--- src/rtl/wprot_pkg.sv ---
package wprot_pkg;

    localparam int ADDR_W  = 10;
    localparam int DATA_W  = 32;
    localparam int KEY_W   = 24;
    localparam int WORD_W  = ADDR_W - 2;
    localparam int NWORDS  = 1 << WORD_W;
    localparam int NPROT   = 13;

    localparam logic [KEY_W-1:0] WP_KEY = 24'h5A7E91;

    typedef logic [WORD_W-1:0] word_t;

    localparam word_t MODE_WORD = 8'h39;   // byte 0xE4
    localparam word_t STAT_WORD = 8'h3A;   // byte 0xE8

    // Word offsets of the registers that protection guards.
    localparam word_t PROT_LIST [NPROT] = '{
        8'h00, 8'h01,   // pin control enable / disable
        8'h04, 8'h05,   // output enable / disable
        8'h08, 8'h09,   // input filter enable / disable
        8'h14, 8'h15,   // multi-driver enable / disable
        8'h18, 8'h19,   // pull-up disable / enable
        8'h1C,          // peripheral A/B select
        8'h28, 8'h29    // output-write enable / disable
    };

    typedef enum logic [1:0] {
        ACC_BANK   = 2'd0,
        ACC_MODE   = 2'd1,
        ACC_STATUS = 2'd2
    } acc_kind_e;

    typedef struct packed {
        acc_kind_e kind;
        logic      guarded;
        word_t     word;
    } dec_t;

    typedef struct packed {
        logic  en;
        logic  flag;
        word_t src;
    } wp_state_t;

    function automatic logic key_matches(logic [DATA_W-1:0] d);
        return d[DATA_W-1 -: KEY_W] == WP_KEY;
    endfunction

    function automatic logic [DATA_W-1:0] mode_view(wp_state_t s);
        logic [DATA_W-1:0] v;
        v    = '0;
        v[0] = s.en;
        return v;
    endfunction

    function automatic logic [DATA_W-1:0] status_view(wp_state_t s);
        logic [DATA_W-1:0] v;
        v              = '0;
        v[0]           = s.flag;
        v[8 +: WORD_W] = s.src;
        return v;
    endfunction

    function automatic logic in_prot_list(word_t w);
        logic hit;
        hit = 1'b0;
        for (int i = 0; i < NPROT; i++) begin
            if (PROT_LIST[i] == w) hit = 1'b1;
        end
        return hit;
    endfunction

endpackage

--- src/rtl/wprot_decode.sv ---
module wprot_decode
    import wprot_pkg::*;
#(
    parameter int AW = ADDR_W
) (
    input  logic [AW-1:0] addr,
    output dec_t          dec
);
    localparam int WW = AW - 2;

    logic [NPROT-1:0] match;
    logic [WW-1:0]    word;

    assign word = addr[AW-1:2];

    generate
        for (genvar g = 0; g < NPROT; g++) begin : g_cmp
            assign match[g] = (word == PROT_LIST[g]);
        end
    endgenerate

    always_comb begin
        dec.word    = word;
        dec.guarded = |match;
        if (word == MODE_WORD)      dec.kind = ACC_MODE;
        else if (word == STAT_WORD) dec.kind = ACC_STATUS;
        else                        dec.kind = ACC_BANK;
    end
endmodule

--- src/rtl/wprot_state.sv ---
module wprot_state
    import wprot_pkg::*;
#(
    parameter int DW = DATA_W
) (
    input  logic          clk,
    input  logic          rst,
    input  logic          we,
    input  logic [DW-1:0] wdata,
    input  dec_t          dec,
    output logic          blocked,
    output wp_state_t     st
);
    logic mode_wr;
    logic key_good;

    assign mode_wr  = we && (dec.kind == ACC_MODE);
    assign key_good = key_matches(wdata);
    assign blocked  = we && (dec.kind == ACC_BANK) && dec.guarded && st.en;

    always_ff @(posedge clk) begin
        if (rst) begin
            st <= '0;
        end else if (mode_wr && key_good) begin
            st.en   <= wdata[0];
            st.flag <= 1'b0;
        end else if (blocked) begin
            st.flag <= 1'b1;
            st.src  <= dec.word;
        end
    end
endmodule

--- src/rtl/wprot_gate.sv ---
module wprot_gate
    import wprot_pkg::*;
#(
    parameter int NW = NWORDS
) (
    input  logic          we,
    input  logic          blocked,
    input  dec_t          dec,
    output logic [NW-1:0] reg_we
);
    logic pass;

    assign pass = we && (dec.kind == ACC_BANK) && !blocked;

    generate
        for (genvar g = 0; g < NW; g++) begin : g_we
            assign reg_we[g] = pass && (dec.word == word_t'(g));
        end
    endgenerate
endmodule

--- src/rtl/gpio_wprot_guard.sv ---
module gpio_wprot_guard
    import wprot_pkg::*;
#(
    parameter int AW = ADDR_W,
    parameter int DW = DATA_W,
    parameter int NW = NWORDS
) (
    input  logic          clk,
    input  logic          rst,
    input  logic [AW-1:0] bus_addr,
    input  logic [DW-1:0] bus_wdata,
    input  logic          bus_we,
    input  logic          bus_re,
    output logic [DW-1:0] bus_rdata,
    output logic [NW-1:0] reg_we
);
    dec_t      dec;
    wp_state_t st;
    logic      blocked;
    logic      prot_en;
    logic      viol_flag;
    word_t     viol_src;

    wprot_decode #(.AW(AW)) u_dec (
        .addr (bus_addr),
        .dec  (dec)
    );

    wprot_state #(.DW(DW)) u_state (
        .clk     (clk),
        .rst     (rst),
        .we      (bus_we),
        .wdata   (bus_wdata),
        .dec     (dec),
        .blocked (blocked),
        .st      (st)
    );

    wprot_gate #(.NW(NW)) u_gate (
        .we      (bus_we),
        .blocked (blocked),
        .dec     (dec),
        .reg_we  (reg_we)
    );

    assign prot_en   = st.en;
    assign viol_flag = st.flag;
    assign viol_src  = st.src;

    always_ff @(posedge clk) begin
        if (rst) begin
            bus_rdata <= '0;
        end else if (bus_re) begin
            case (dec.kind)
                ACC_MODE:   bus_rdata <= mode_view(st);
                ACC_STATUS: bus_rdata <= status_view(st);
                default:    bus_rdata <= '0;
            endcase
        end
    end
endmodule

--- config.mk ---
export PLATFORM = sky130hd
export DESIGN_NAME = gpio_wprot_guard
export DESIGN_NICKNAME = d
export VERILOG_FILES = /design/src/rtl/wprot_pkg.sv /design/src/rtl/wprot_decode.sv /design/src/rtl/wprot_state.sv /design/src/rtl/wprot_gate.sv /design/src/rtl/gpio_wprot_guard.sv
export SDC_FILE = /design/constraint.sdc
export NUM_CORES = 1
export LEC_CHECK = 0
export ABC_AREA = 1
export BUFFER_PORTS_ARGS = -buffer_cell sky130_fd_sc_hd__buf_2
export CORE_AREA = 2 2 128 130
export DETAILED_ROUTE_END_ITERATION = 7
export DIE_AREA = 0 0 130 132
export RECOVER_POWER = 50
export SLEW_MARGIN = 0
export SYNTH_ARGS = -nofsm -noshare
export SYNTH_HDL_FRONTEND = slang
export SYNTH_SLANG_ARGS = --single-unit
--- constraint.sdc ---
create_clock -name clk -period 1.1 [get_ports clk]
set_input_delay 0 -clock clk [delete_from_list [all_inputs] [get_ports clk]]
set_output_delay 0 -clock clk [all_outputs]
set_load 0.05 [all_outputs]
# --- After elaboration in Yosys (flattened, before gate mapping) ---
# Index checks and enable logic that the tools add are counted.
# Widths: inputs -> output; s select.
classes:
  n_addsub: 0
  multipliers: 0
  div: 0
  magnitude_cmp: 0
  eq_ne: 258
  shift: 0
  muxes: 3
  n_bitwise: 1
  n_reduce_logical: 268
ops:
  columns: ["op", "count"]
  rows:
  - ["$eq 8x8->1 const B", 128]
  - ["$eq 8x7->1 const B", 64]
  - ["$logic_and 1x1->1", 262]
  - ["$eq 8x6->1 const B", 32]
  - ["$eq 8x5->1 const B", 16]
  - ["$eq 8x4->1 const B", 8]
  - ["$eq 8x3->1 const B", 4]
  - ["$pmux 16 s2", 1]
  - ["$eq 24x23->1 const B", 1]
  - ["$eq 8x2->1 const B", 2]
  - ["$reduce_or 13->1", 1]
  - ["$eq 8x1->1 const B", 1]
  - ["$logic_not 8->1", 1]
  - ["$mux 2", 2]
  - ["$eq 2x1->1 const B", 1]
  - ["$eq 2x2->1 const B", 1]
  - ["$logic_not 2->1", 1]
  - ["$reduce_and 2->1", 1]
  - ["$reduce_or 2->1", 1]
  - ["$logic_not 1->1", 1]
  - ["$not 1->1", 1]
totals:
  register_bits: 42
  latch_bits: 0
  mem_bits_rw: 0
  romBits: 0
  out_inout_bits: 288
  elab_cells: 534
  n_memories: 0

# --- Depth between registers and ports, before layout ---
# Gate-level depths: netlist (run 1).
logic_depth:
  word_depth: 10
  ltp_mapped: 12
  depth_no_buf: 10

# --- Hierarchy ---
# Synthesis (run 1) repeated with hierarchy kept, for this count alone.
unflattened:
  hier_cells: 556
  hier_area_um2: 3226.8
modules_own_cells:
  columns: ["mod", "n_inst", "cells_per_inst", "area_each_um2", "seq_area_each_um2"]
  rows:
  - ["wprot_gate", 1, 369, 2011.9, 0.0]
  - ["gpio_wprot_guard", 1, 72, 544.3, 180.2]
  - ["wprot_state", 1, 81, 494.2, 200.2]
  - ["wprot_decode", 1, 34, 176.4, 0.0]

# --- Least setup slack after synthesis (run 1) ---
# Ideal clock, no wire load.
synth_timing:
  path_kind: "input -> output"
  start: "in bus_addr[7]"
  end: "out reg_we[16]"
  arrival_time_ns: 1.686
  t_required_ns: 1.100
  slack_ns: -0.586
  path_stages: 9
  path_buffers: 2
  cell_sequence: "nand2_2 nor2_8 nand2_4 nand3_2 inv_4 buf_6 nand3_4 buf_6 nor2_1"
synth_between:
  elab_chain_cells: 10
synth_lines:
  columns: ["item", "line", "rtl"]
  rows:
  - ["from (decl)", "gpio_wprot_guard.sv:10", "input logic [AW-1:0] bus_addr,"]
  - ["$eq 8x6->1", "wprot_decode.sv:26", "else if (word == STAT_WORD) dec.kind = ACC_STATUS;"]
  - ["$mux 2", "wprot_decode.sv:26", null]
  - ["$mux 2", "wprot_decode.sv:25", "if (word == MODE_WORD) dec.kind = ACC_MODE;"]
  - ["$logic_not 2->1", "wprot_state.sv:19, wprot_gate.sv:13", null]
  - ["$logic_and 1x1->1", "wprot_state.sv:19, wprot_gate.sv:13", null]
  - ["$logic_and 1x1->1 (2 in a row)", "wprot_state.sv:19", "assign blocked = we && (dec.kind == ACC_BANK) && dec.guarded && st.en;"]
  - ["$logic_not 1->1", "wprot_gate.sv:13", "assign pass = we && (dec.kind == ACC_BANK) && !blocked;"]
  - ["$logic_and 1x1->1", "wprot_gate.sv:13", null]
  - ["$logic_and 1x1->1 *", "wprot_gate.sv:17", "assign reg_we[g] = pass && (dec.word == word_t'(g));"]
  - ["to (decl)", "gpio_wprot_guard.sv:15", "output logic [NW-1:0] reg_we"]
# Mark *: on every way between the ends. The rest lies on a longest branch, timed or not.

# --- Final worst setup path (run 1) ---
layout_timing:
  start: "reg u_state.st[9] (netlist name)"
  end: "out reg_we[83]"
layout_between:
  elab_chain_cells: 4
layout_lines:
  columns: ["item", "line"]
  rows:
  - ["$logic_and 1x1->1", "wprot_state.sv:19"]
  - ["$logic_not 1->1", "wprot_gate.sv:13"]
  - ["$logic_and 1x1->1", "wprot_gate.sv:13"]
  - ["$logic_and 1x1->1", "wprot_gate.sv:17"]
# Every way passes these cells.

==> results of run 1 <==
## kinds of logic (layout without fill, tap and decap cells)
group | after synthesis | count (layout) | synth area share [%]
DFF | 19 | 19 | 11.89
AOI/OAI and AO/OA | 25 | 25 | 3.912
buffers and inverters | 102 | 430 | 19.56
other | 1 | 25 | 0.1173
and+or+nand+nor | 404 | 404 | 64.51
## how the worst max path moves through the flow
| stage | startpoint | endpoint | depth (start not counted) |
|---|---|---|---|
| floorplan | bus_addr[9] | reg_we[208] | 11 |
| detailed placement | bus_addr[9] | reg_we[18] | 12 |
| CTS | u_state.st[9]$_SDFFE_PP0P_ | reg_we[99] | 8 |
| finish | u_state.st[9]$_SDFFE_PP0P_ | reg_we[83] | 8 |
| global placement | bus_addr[9] | reg_we[234] | 13 |
| global route | u_state.st[9]$_SDFFE_PP0P_ | reg_we[151] | 8 |
## flip-flops by register name, summed over array words and instances, names as in the netlist
name and cells:
u_state.st 10, bus_rdata 9
## what timing repair did
| action | 4_1_cts | 5_1_grt |
|---|---|---|
| buffers inserted | 2 | 1 |
| hold endpoints to repair | 3 | 0 |
| resized for setup | 423 | 174 |
| pin swaps | 5 | 3 |
| endpoints found under the setup margin | 254 | 259 |
| hold buffers | 1 | 0 |
| cloned | 3 | 2 |
## worst min-delay path, delay by kind of cell
family	cells	cell delay (ps)
simple gates	1	40
buf+inv	2	140
compound gates	1	60
## per-layer routing
layer / wire length [microns] / global-route usage (%) / vias to the layer above
li1: - / - / 2331
met1: 7723 / 23.74 / 2289
met5: 0 / 0 / -
met2: 10000 / 35.46 / 236
met3: 1322 / 3.612 / 46
met4: 594 / 7.348 / 0
## cells in the mapped netlist, types with 2 or more instances
library cell / count
nand3_1: 6
clkbuf_1: 19
nor3_1: 3
dfxtp_1: 19
nand3_2: 2
nand2_2: 2
o21ai_0: 10
nand4_1: 7
inv_1: 31
nand2_1: 62
nor2_1: 201
nor2_2: 102
buf_2: 2
inv_2: 5
buf_4: 25
nand3_4: 15
buf_6: 17
a21oi_1: 15
nand2_4: 3
## layout make-up
class / instances / area, sq um
tap: 216 / 270.3
sequential: 19 / 381.6
inverter: 37 / 177.7
multi-input combinational: 454 / 3267
timing repair buffer: 389 / 4387
fill: 1351 / 7151
clock buffer: 4 / 78.83
## metrics by stage
step,instances,cell area (sq um)
after detailed placement,1106,6327
after floorplan,575,3960
after global placement,1106,6327
after global routing,1119,8562
final,1119,8562
after CTS,1116,7797
## where the power goes
part | leakage (nW) | internal (mW) | switching [mW]
registers | 0.155 | 0.705 | 0.00813
logic | 3.20 | 0.376 | 0.868
clock network | 0.0382 | 0.492 | 0.236
==> flow_summary.toml, run 1 <==
[run_status]
status = "complete, but fails checks"
violations = "negative setup slack"

[critical_path]
critPathKind = "reg2out"
r2r_cells = 9
cp.required_ps = 1100
start_kind = "register"
critPathArrivalTime_ps = 1530
r2r-start = "u_state.st[9]$_SDFFE_PP0P_"
max_stage_delay_ps = 320
r2r_end = "u_state.st[7]$_SDFFE_PP0P_"
end_kind = "output pin"
crit_buf_inv = 4
crit_family = "buffers and inverters"
crit_fanout = 16
worstPathCellList = "inv_2 > nor2_4 > nand2_4 > buf_4 > nand3_4 > buf_12 > nor2_2 > buf_6"
cp_slowest_cell = "dfxtp_2"
ff2ff_setup_slack_ps = -180

[route]
num_vias = 4902
drtAntennaViolNets = 0
drc = 0
via_per_inst = 4.381
wirelength_microns = 19640
drtIter0Drc = 172
detail_route.wl_per_cell_microns = 17.55
dr.pass1.iters = 4

[pwr]
leakage_nw = 3.389
power.density_mw_per_mm2 = 313.7
vdd_drop_max_mv = 0.5042
total_power_mw = 2.686

[global_routing]
grt_pass1_vias = 4657
grt_pass1_wl_microns = 26830
grt.total_usage_pct = 20.00
overflow = 0
grt_max_degree = 19
antenna_found_initial = 0

[worst_hold_path]
holdPathEnd = "bus_rdata[0]$_SDFFE_PP0P_"
hp-class = "in2reg"
min_from = "rst"
hold_depth = 4

[layout]
fin_util_pct = 54.49
final_nets = 950
syn2layout_area_growth_pct = 167.7
layout_common_cells = "212 x buf_6, 153 x nor2_2, 108 x nor2_4, 64 x buf_4, 59 x nand2_1"
antennaDiodeCount = 0
final_common_cell = "buf_6"
drive_above_1_share_pct = 76.08

[floorplanning]
fp-row-count = 46
core_sq_mm = 0.01571
start_util_pct = 20.35
die_x_microns = 130
num_io_pins = 334
die_h_microns = 132
die_area_sq_mm = 0.01716

[yosys]
synth_edf_count = 0
synth_warnings = 0
synthFlopType = "dfxtp_1"
syn_inst = 551
synth.top_cell.area_share_pct = 23.59
avgSynthCellArea_sq_um = 5.804
yosys-top-cells-area = "nor2_1 24%, nor2_2 20%, dfxtp_1 12%, nand3_4 8.2%, nand2_1 7.3%"
ys_seq_area_share_pct = 11.89
synth_cell_types = 24
synthArstFlopShare_pct = 0
post-synth-top-area-cell = "nor2_1"
ys_seq_elements = 19
syn-cell-area_sq_mm = 0.003198

[job]
cap_violations = 0

[sta]
clock_skew_ps = 1.251
fin_setup_tns_ps = -93630
max_freq_mhz = 655.4
final_max_slew_viol_count = 0
period_share_pct = 138.7
finalHoldViolations = 0
rsz0062_at_grt = "yes"
fin_ws_ps = -425.7
setup_viol = 258
fin_hold_ws_ps = 40.96
min_period_ps = 1526

[cts]
cts-root-buf = "clkbuf_16"
cts_buffers = 3
clk_latency_ps = 250
clock-sinks = 19
clkTransAtPathRegs_ps = 50
clockBufferDepth = 2
cts_tree = "done"
cts_htree_levels = 1

[place]
hpwl_microns = 12860
gp_congestion = 0.8298
place_ws_ps = -490.2
portBuffers = 299
(Power assumes the default switching activity.)
==> run 2, diff against run 1 <==
- ABC_AREA: 1 -> 0
- CORE_AREA: 2 2 128 130 -> 2 2 130 132
- DIE_AREA: 0 0 130 132 -> 0 0 132 134
==> run 2 against run 1 <==
Compared with the run above: the run still ends with negative setup slack left; fmax down 16%; first-iteration DRC count shrank 2.3%; sequential share of layout area shrank 0.88 points; routed wire length rose by 26%; global-route usage up 4.1 points; worst setup slack lost 290 ps; clock-buffer cell count fell by 1; highest routed layer unchanged; non-clock buffer count is 57 higher; utilization up 11 points; largest power group unchanged; sequential power down 3.5%; cell count fell by 2.8%.
==> flow_summary.toml, run 2 <==
[critical_path]
crit_family = "buffers and inverters"
cp_slowest_cell = "a2111o_1"
r2r-start = "u_state.st[9]$_SDFFE_PP0P_"
r2r_end = "u_state.st[3]$_SDFFE_PP0P_"
critPathArrivalTime_ps = 1810
critPathKind = "reg2out"
end_kind = "output pin"
ff2ff_setup_slack_ps = -610
cpMostUsedCell = "buf_6"
max_stage_delay_ps = 350
cp.required_ps = 1100
r2r_cells = 7
crit_fanout = 5
start_kind = "register"
worstPathCellList = "inv_2 > a2111o_1 > buf_6 > o211ai_4 > buf_12 > clkbuf_16 > nor2_4 > buf_6"
crit_buf_inv = 5

[layout]
instances_no_fill = 1088
final_nets = 915
largest_reg_flops = 10
antennaDiodeCount = 0
fin_util_pct = 65.56
layout_common_cells = "243 x nor2_4, 185 x buf_6, 119 x buf_8, 44 x buf_12, 38 x buf_4"
final_common_cell = "nor2_4"
syn2layout_area_growth_pct = 339.3
drive_above_1_share_pct = 89.52
largest_registers = "u_state.st x10, bus_rdata x9"
regMostFlops = "u_state.st"
final_cell_area_sq_mm = 0.01068

[sta]
setup_viol = 247
finalHoldViolations = 0
min_period_ps = 1814
max_freq_mhz = 551.3
fin_setup_tns_ps = -47410
fin_hold_ws_ps = 2.769
period_share_pct = 164.9
final_max_slew_viol_count = 0
rsz0062_at_grt = "yes"
fin_ws_ps = -713.8
clock_skew_ps = 3.841

[yosys]
synth.top_cell.area_share_pct = 39.84
yosys-top-cells-area = "nor2_1 40%, dfxtp_1 16%, buf_4 8.6%, nand2_1 7.1%, clkbuf_1 6.0%"
ys_seq_elements = 19
ys_seq_area_share_pct = 15.65
avgSynthCellArea_sq_um = 5.239
syn_inst = 464
synth_cell_types = 36
post-synth-top-area-cell = "nor2_1"
synth_warnings = 0
synth-xor-area-share_pct = 0
synth_top_family_by_area = "simple AND/OR/NAND/NOR gates"
synth.most_common_cell = "nor2_1"
synthSimpleGateAreaFrac_pct = 59.55
synthFlopType = "dfxtp_1"
syn-cell-area_sq_mm = 0.002431
muxShareOfSynthArea_pct = 2.470
synthTopCellsByCount = "258 x nor2_1, 46 x nand2_1, 39 x clkbuf_1"
synth_adder_area_share_pct = 0
synthArstFlopShare_pct = 0
synth-compound-area-share_pct = 5.610
synth_edf_count = 0

[global_routing]
overflow = 0
grt_max_degree = 17
grt_pass1_wl_microns = 32660
grt_pass1_vias = 4982
antenna_found_initial = 0
grt.total_usage_pct = 24.07

[route]
detail_route.wl_per_cell_microns = 22.69
drtAntennaViolNets = 0
drc = 0
via_per_inst = 4.608
dr.pass1.iters = 4
drtIter0Drc = 168
num_vias = 5013
wirelength_microns = 24690

[place]
place_inst = 1008
gp_congestion = 0.7807
place_area_sq_mm = 0.006746
portBuffers = 299
hpwl_microns = 12890
place_ws_ps = -551.5

[pwr]
total_power_mw = 3.073
leakage_nw = 3.914
vdd_drop_max_mv = 0.7526
power.density_mw_per_mm2 = 287.7

[worst_hold_path]
min_from = "bus_wdata[0]"
hold_depth = 3
hp-class = "in2reg"
holdPathEnd = "u_state.st[9]$_SDFFE_PP0P_"

[cts]
cts_tree = "done"
clk_latency_ps = 250
cts_htree_levels = 1
cts_buffers = 3
clockBufferDepth = 2
cts-root-buf = "clkbuf_16"
clock-sinks = 19
clkTransAtPathRegs_ps = 50

[run_status]
violations = "negative setup slack"
status = "complete, but fails checks"

[job]
cap_violations = 0

[floorplanning]
die_x_microns = 132
num_io_pins = 334
fp-row-count = 47
start_util_pct = 14.92
core_sq_mm = 0.01629
die_h_microns = 134
die_area_sq_mm = 0.01769
==> run 2: cell types whose count changed in the layout (fill, tap and decap cells not counted), sizes merged, moves of 6 or more <==
cell / previous run / this run
buf: 377 / 433
nor2: 304 / 258
inv: 37 / 4
nand2: 67 / 46
nand3: 23 / 12
o21ai: 10 / 1
mux2i: 0 / 6
nor2b: 0 / 6
==> run 2: layout make-up <==
class | instances | area [sq um]
flip-flops and latches | 19 | 381.6
well taps | 220 | 275.3
inverters | 5 | 18.77
fillers | 1101 | 5610
multi-input cells | 394 | 4124
clock buffers | 3 | 75.07
repair buffers | 446 | 5799
clock inverters | 1 | 5.005
==> run 2: worst min-delay path, cell delays in order <==
cell and delay [ps]:
buf_2 100, nand2_1 50, mux2i_1 50
==> run 2: worst max-delay path by stage <==
stage | from | cells past startpoint | end
after floorplan | bus_addr[6] | 6 | reg_we[5]
after global placement | bus_wdata[11] | 6 | u_state.st[8]$_SDFFE_PP0P_
after detailed placement | bus_wdata[11] | 6 | u_state.st[8]$_SDFFE_PP0P_
after CTS | u_state.st[9]$_SDFFE_PP0P_ | 7 | reg_we[2]
after global routing | u_state.st[9]$_SDFFE_PP0P_ | 8 | reg_we[38]
final | u_state.st[9]$_SDFFE_PP0P_ | 8 | reg_we[40]
==> run 2: timing repair <==
action	CTS	global route
hold buffers	0	0
buffers inserted	41	21
endpoints found under the setup margin	265	272
pin swaps	63	84
resized for setup	618	212
gates cloned	20	4
==> run 2: metal layers <==
layer | up-vias | routed length (microns) | global-route usage [%]
li1 | 2227 | - | -
met1 | 2502 | 9181 | 27.80
met2 | 236 | 13680 | 45.25
met3 | 48 | 1196 | 3.968
met4 | 0 | 631 | 7.367
met5 | - | 0 | 0
==> run 2: cells by family after synthesis <==
| family | after synthesis |
|---|---|
| compound gates | 18 |
| buf+inv | 75 |
| flops | 19 |
| mux | 6 |
| other cells | 1 |
| simple gates | 345 |
==> run 2: where the power goes <==
part / internal [mW] / switching (mW)
Clock: 0.487 / 0.263
Sequential: 0.688 / 0.00000000000478
Combinational: 0.647 / 0.987
==> run 3, diff against run 2 <==
- CORE_AREA: 2 2 130 132 -> 2 2 131 133
- DIE_AREA: 0 0 132 134 -> 0 0 133 135
- clock period: 1.1 -> 1.7 ns (I/O delays scaled with it)
==> run 3 against run 2 <==
Compared with the run above: routed wire length fell by 36%; worst setup slack improved by 640 ps; cell area fell by 55%; largest cell class unchanged; worst hold slack improved by 1.7 ps; cell count fell by 9.4%; largest power group unchanged; global-route usage fell by 8.0 points; first-iteration DRC count rose by 29%; critical endpoint is now reg_we[35]; sequential power fell by 35%; the flow still finishes with violations (negative setup slack).
==> flow_summary.toml, run 3 (same netlist as run 2, synthesis figures left out) <==
[route]
wirelength_microns = 15880
drtIter0Drc = 217
via_per_inst = 4.144
num_vias = 4086
drc = 0
drtAntennaViolNets = 0
detail_route.wl_per_cell_microns = 16.10
dr.pass1.iters = 4

[layout]
final_common_cell = "nor2_1"
antennaDiodeCount = 0
largest_reg_flops = 10
syn2layout_area_growth_pct = 97.94
multi_input_area_sq_mm = 0.001954
instances_no_fill = 986
largest_registers = "u_state.st x10, bus_rdata x9"
regMostFlops = "u_state.st"
regArea_sq_um = 381.6
fill_cells = 1853
drive_above_1_share_pct = 39.30
layout_common_cells = "229 x nor2_1, 143 x buf_2, 85 x clkbuf_1, 46 x nand2_1, 46 x buf_6"
final_nets = 813
fin_util_pct = 29.33

[critical_path]
cp_slowest_cell = "a2111o_1"
end_kind = "output pin"
max_stage_delay_ps = 340
cp.required_ps = 1700
critPathArrivalTime_ps = 1770
critPathKind = "reg2out"
crit_family = "buffers and inverters"
worstPathCellList = "inv_2 > a2111o_1 > buf_6 > o211ai_4 > buf_6 > buf_12 > nor2_4 > buf_6"
cpMostUsedCell = "buf_6"
crit_fanout = 7
crit_buf_inv = 5
start_kind = "register"

[pwr]
switching_power_mw = 0.5178
p_int_mw = 0.8685
power.density_mw_per_mm2 = 288.1
vdd_drop_max_mv = 0.2978
leakage_nw = 2.098
comb_power_share_pct = 33.9
p_seq_share_pct = 32.1
p_sw_share_pct = 37.35
p_clk_share_pct = 33.9
total_power_mw = 1.386

[sta]
rsz0062_at_grt = "yes"
worst_pin_slew_ps = 670.9
setup_viol = 35
final_max_slew_viol_count = 0
relSlewSlack_pct = 55.17
finalHoldViolations = 0
period_share_pct = 104.2
min_period_ps = 1772
max_freq_mhz = 564.4
clock_skew_ps = 2.869
fin_ws_ps = -71.70

[place]
place_inst = 976
portBuffers = 299
gp_congestion = 0.7808
hpwl_microns = 11350
place_ws_ps = 103.1

[global_routing]
grt_pass1_wl_microns = 22400
antenna_found_initial = 0
overflow = 0
grt.total_usage_pct = 16.06
grt_max_degree = 17
grt_pass1_vias = 3745

[floorplanning]
die_area_sq_mm = 0.01796
core_sq_mm = 0.01641
num_io_pins = 334
die_h_microns = 135
fp-row-count = 47
die_x_microns = 133
start_util_pct = 14.82

[job]
cap_violations = 0

[cts]
cts-root-buf = "clkbuf_16"
clk_latency_ps = 250
cts_htree_levels = 1
cts_buffers = 3
clock-sinks = 19
clockBufferDepth = 2
clkTransAtPathRegs_ps = 50
ctsHoldBuffers = 0
cts_tree = "done"

[run_status]
violations = "negative setup slack"
status = "complete, but fails checks"

[worst_hold_path]
hp-class = "in2reg"
run 3: stage by stage:
stage	instance area (sq um)	hold slack [ps]	setup TNS [ps]
detailed placement	4257	269.5	0
floorplan	2526	76.15	-1699
finish	4812	4.477	-1032
global placement	4257	265.1	0
CTS	4910	4.123	-1804
global route	4812	4.995	-4053
run 3: path summary, 6_finish.rpt:
path / from / endpoint / slack (ps) / cells past startpoint
max: u_state.st[9]$_SDFFE_PP0P_ / reg_we[35] / -70 / 8
min: bus_wdata[0] / u_state.st[9]$_SDFFE_PP0P_ / 4 / 3
max reg2reg: u_state.st[9]$_SDFFE_PP0P_ / u_state.st[4]$_SDFFE_PP0P_ / 100 / 6
min reg2reg: u_state.st[1]$_SDFFE_PP0P_ / bus_rdata[9]$_SDFFE_PP0P_ / 450 / 2
run 3: worst reg2reg max path, cell delays in order, from the launching register on:
cell	delay, ps
dfxtp_2	330
inv_2	40
a2111o_1	340
buf_6	160
nor4b_2	230
buf_4	230
mux2i_1	200
run 3: routing by layer:
layer / track usage (%) / part of all wire (%) / wire length (microns) / up-vias
met5: 0 / 0 / 0 / -
met4: 3.106 / 0.74 / 117 / 0
met3: 1.502 / 5.3 / 837 / 8
met2: 29.62 / 52 / 8196 / 197
met1: 20.39 / 42 / 6723 / 1896
li1: - / - / - / 1985
run 3: what timing repair did:
action / 4_1_cts / 5_1_grt
gates resized for setup: 144 / 21
cloned: 2 / 0
endpoints found under the setup margin: 46 / 80
setup buffers: 7 / 0
pin swaps: 1 / 6
run 3: final cells by class:
cell class                      instances  area share, %
Clock buffer                            4          1.638
Sequential cell                        19          7.930
Timing Repair Buffer                  344          43.71
Inverter                                5         0.3900
Multi-Input combinational cell        394          40.61
Tap cell                              220          5.720
run 3: power by group through the flow:
stage | Combinational, mW | Clock [mW] | Sequential [mW]
floorplan | 0.347 | 0 | 0.455
global placement | 0.443 | 0 | 0.455
detailed placement | 0.445 | 0 | 0.455
CTS | 0.472 | 0.481 | 0.445
global route | 0.500 | 0.496 | 0.445
finish | 0.470 | 0.470 | 0.446
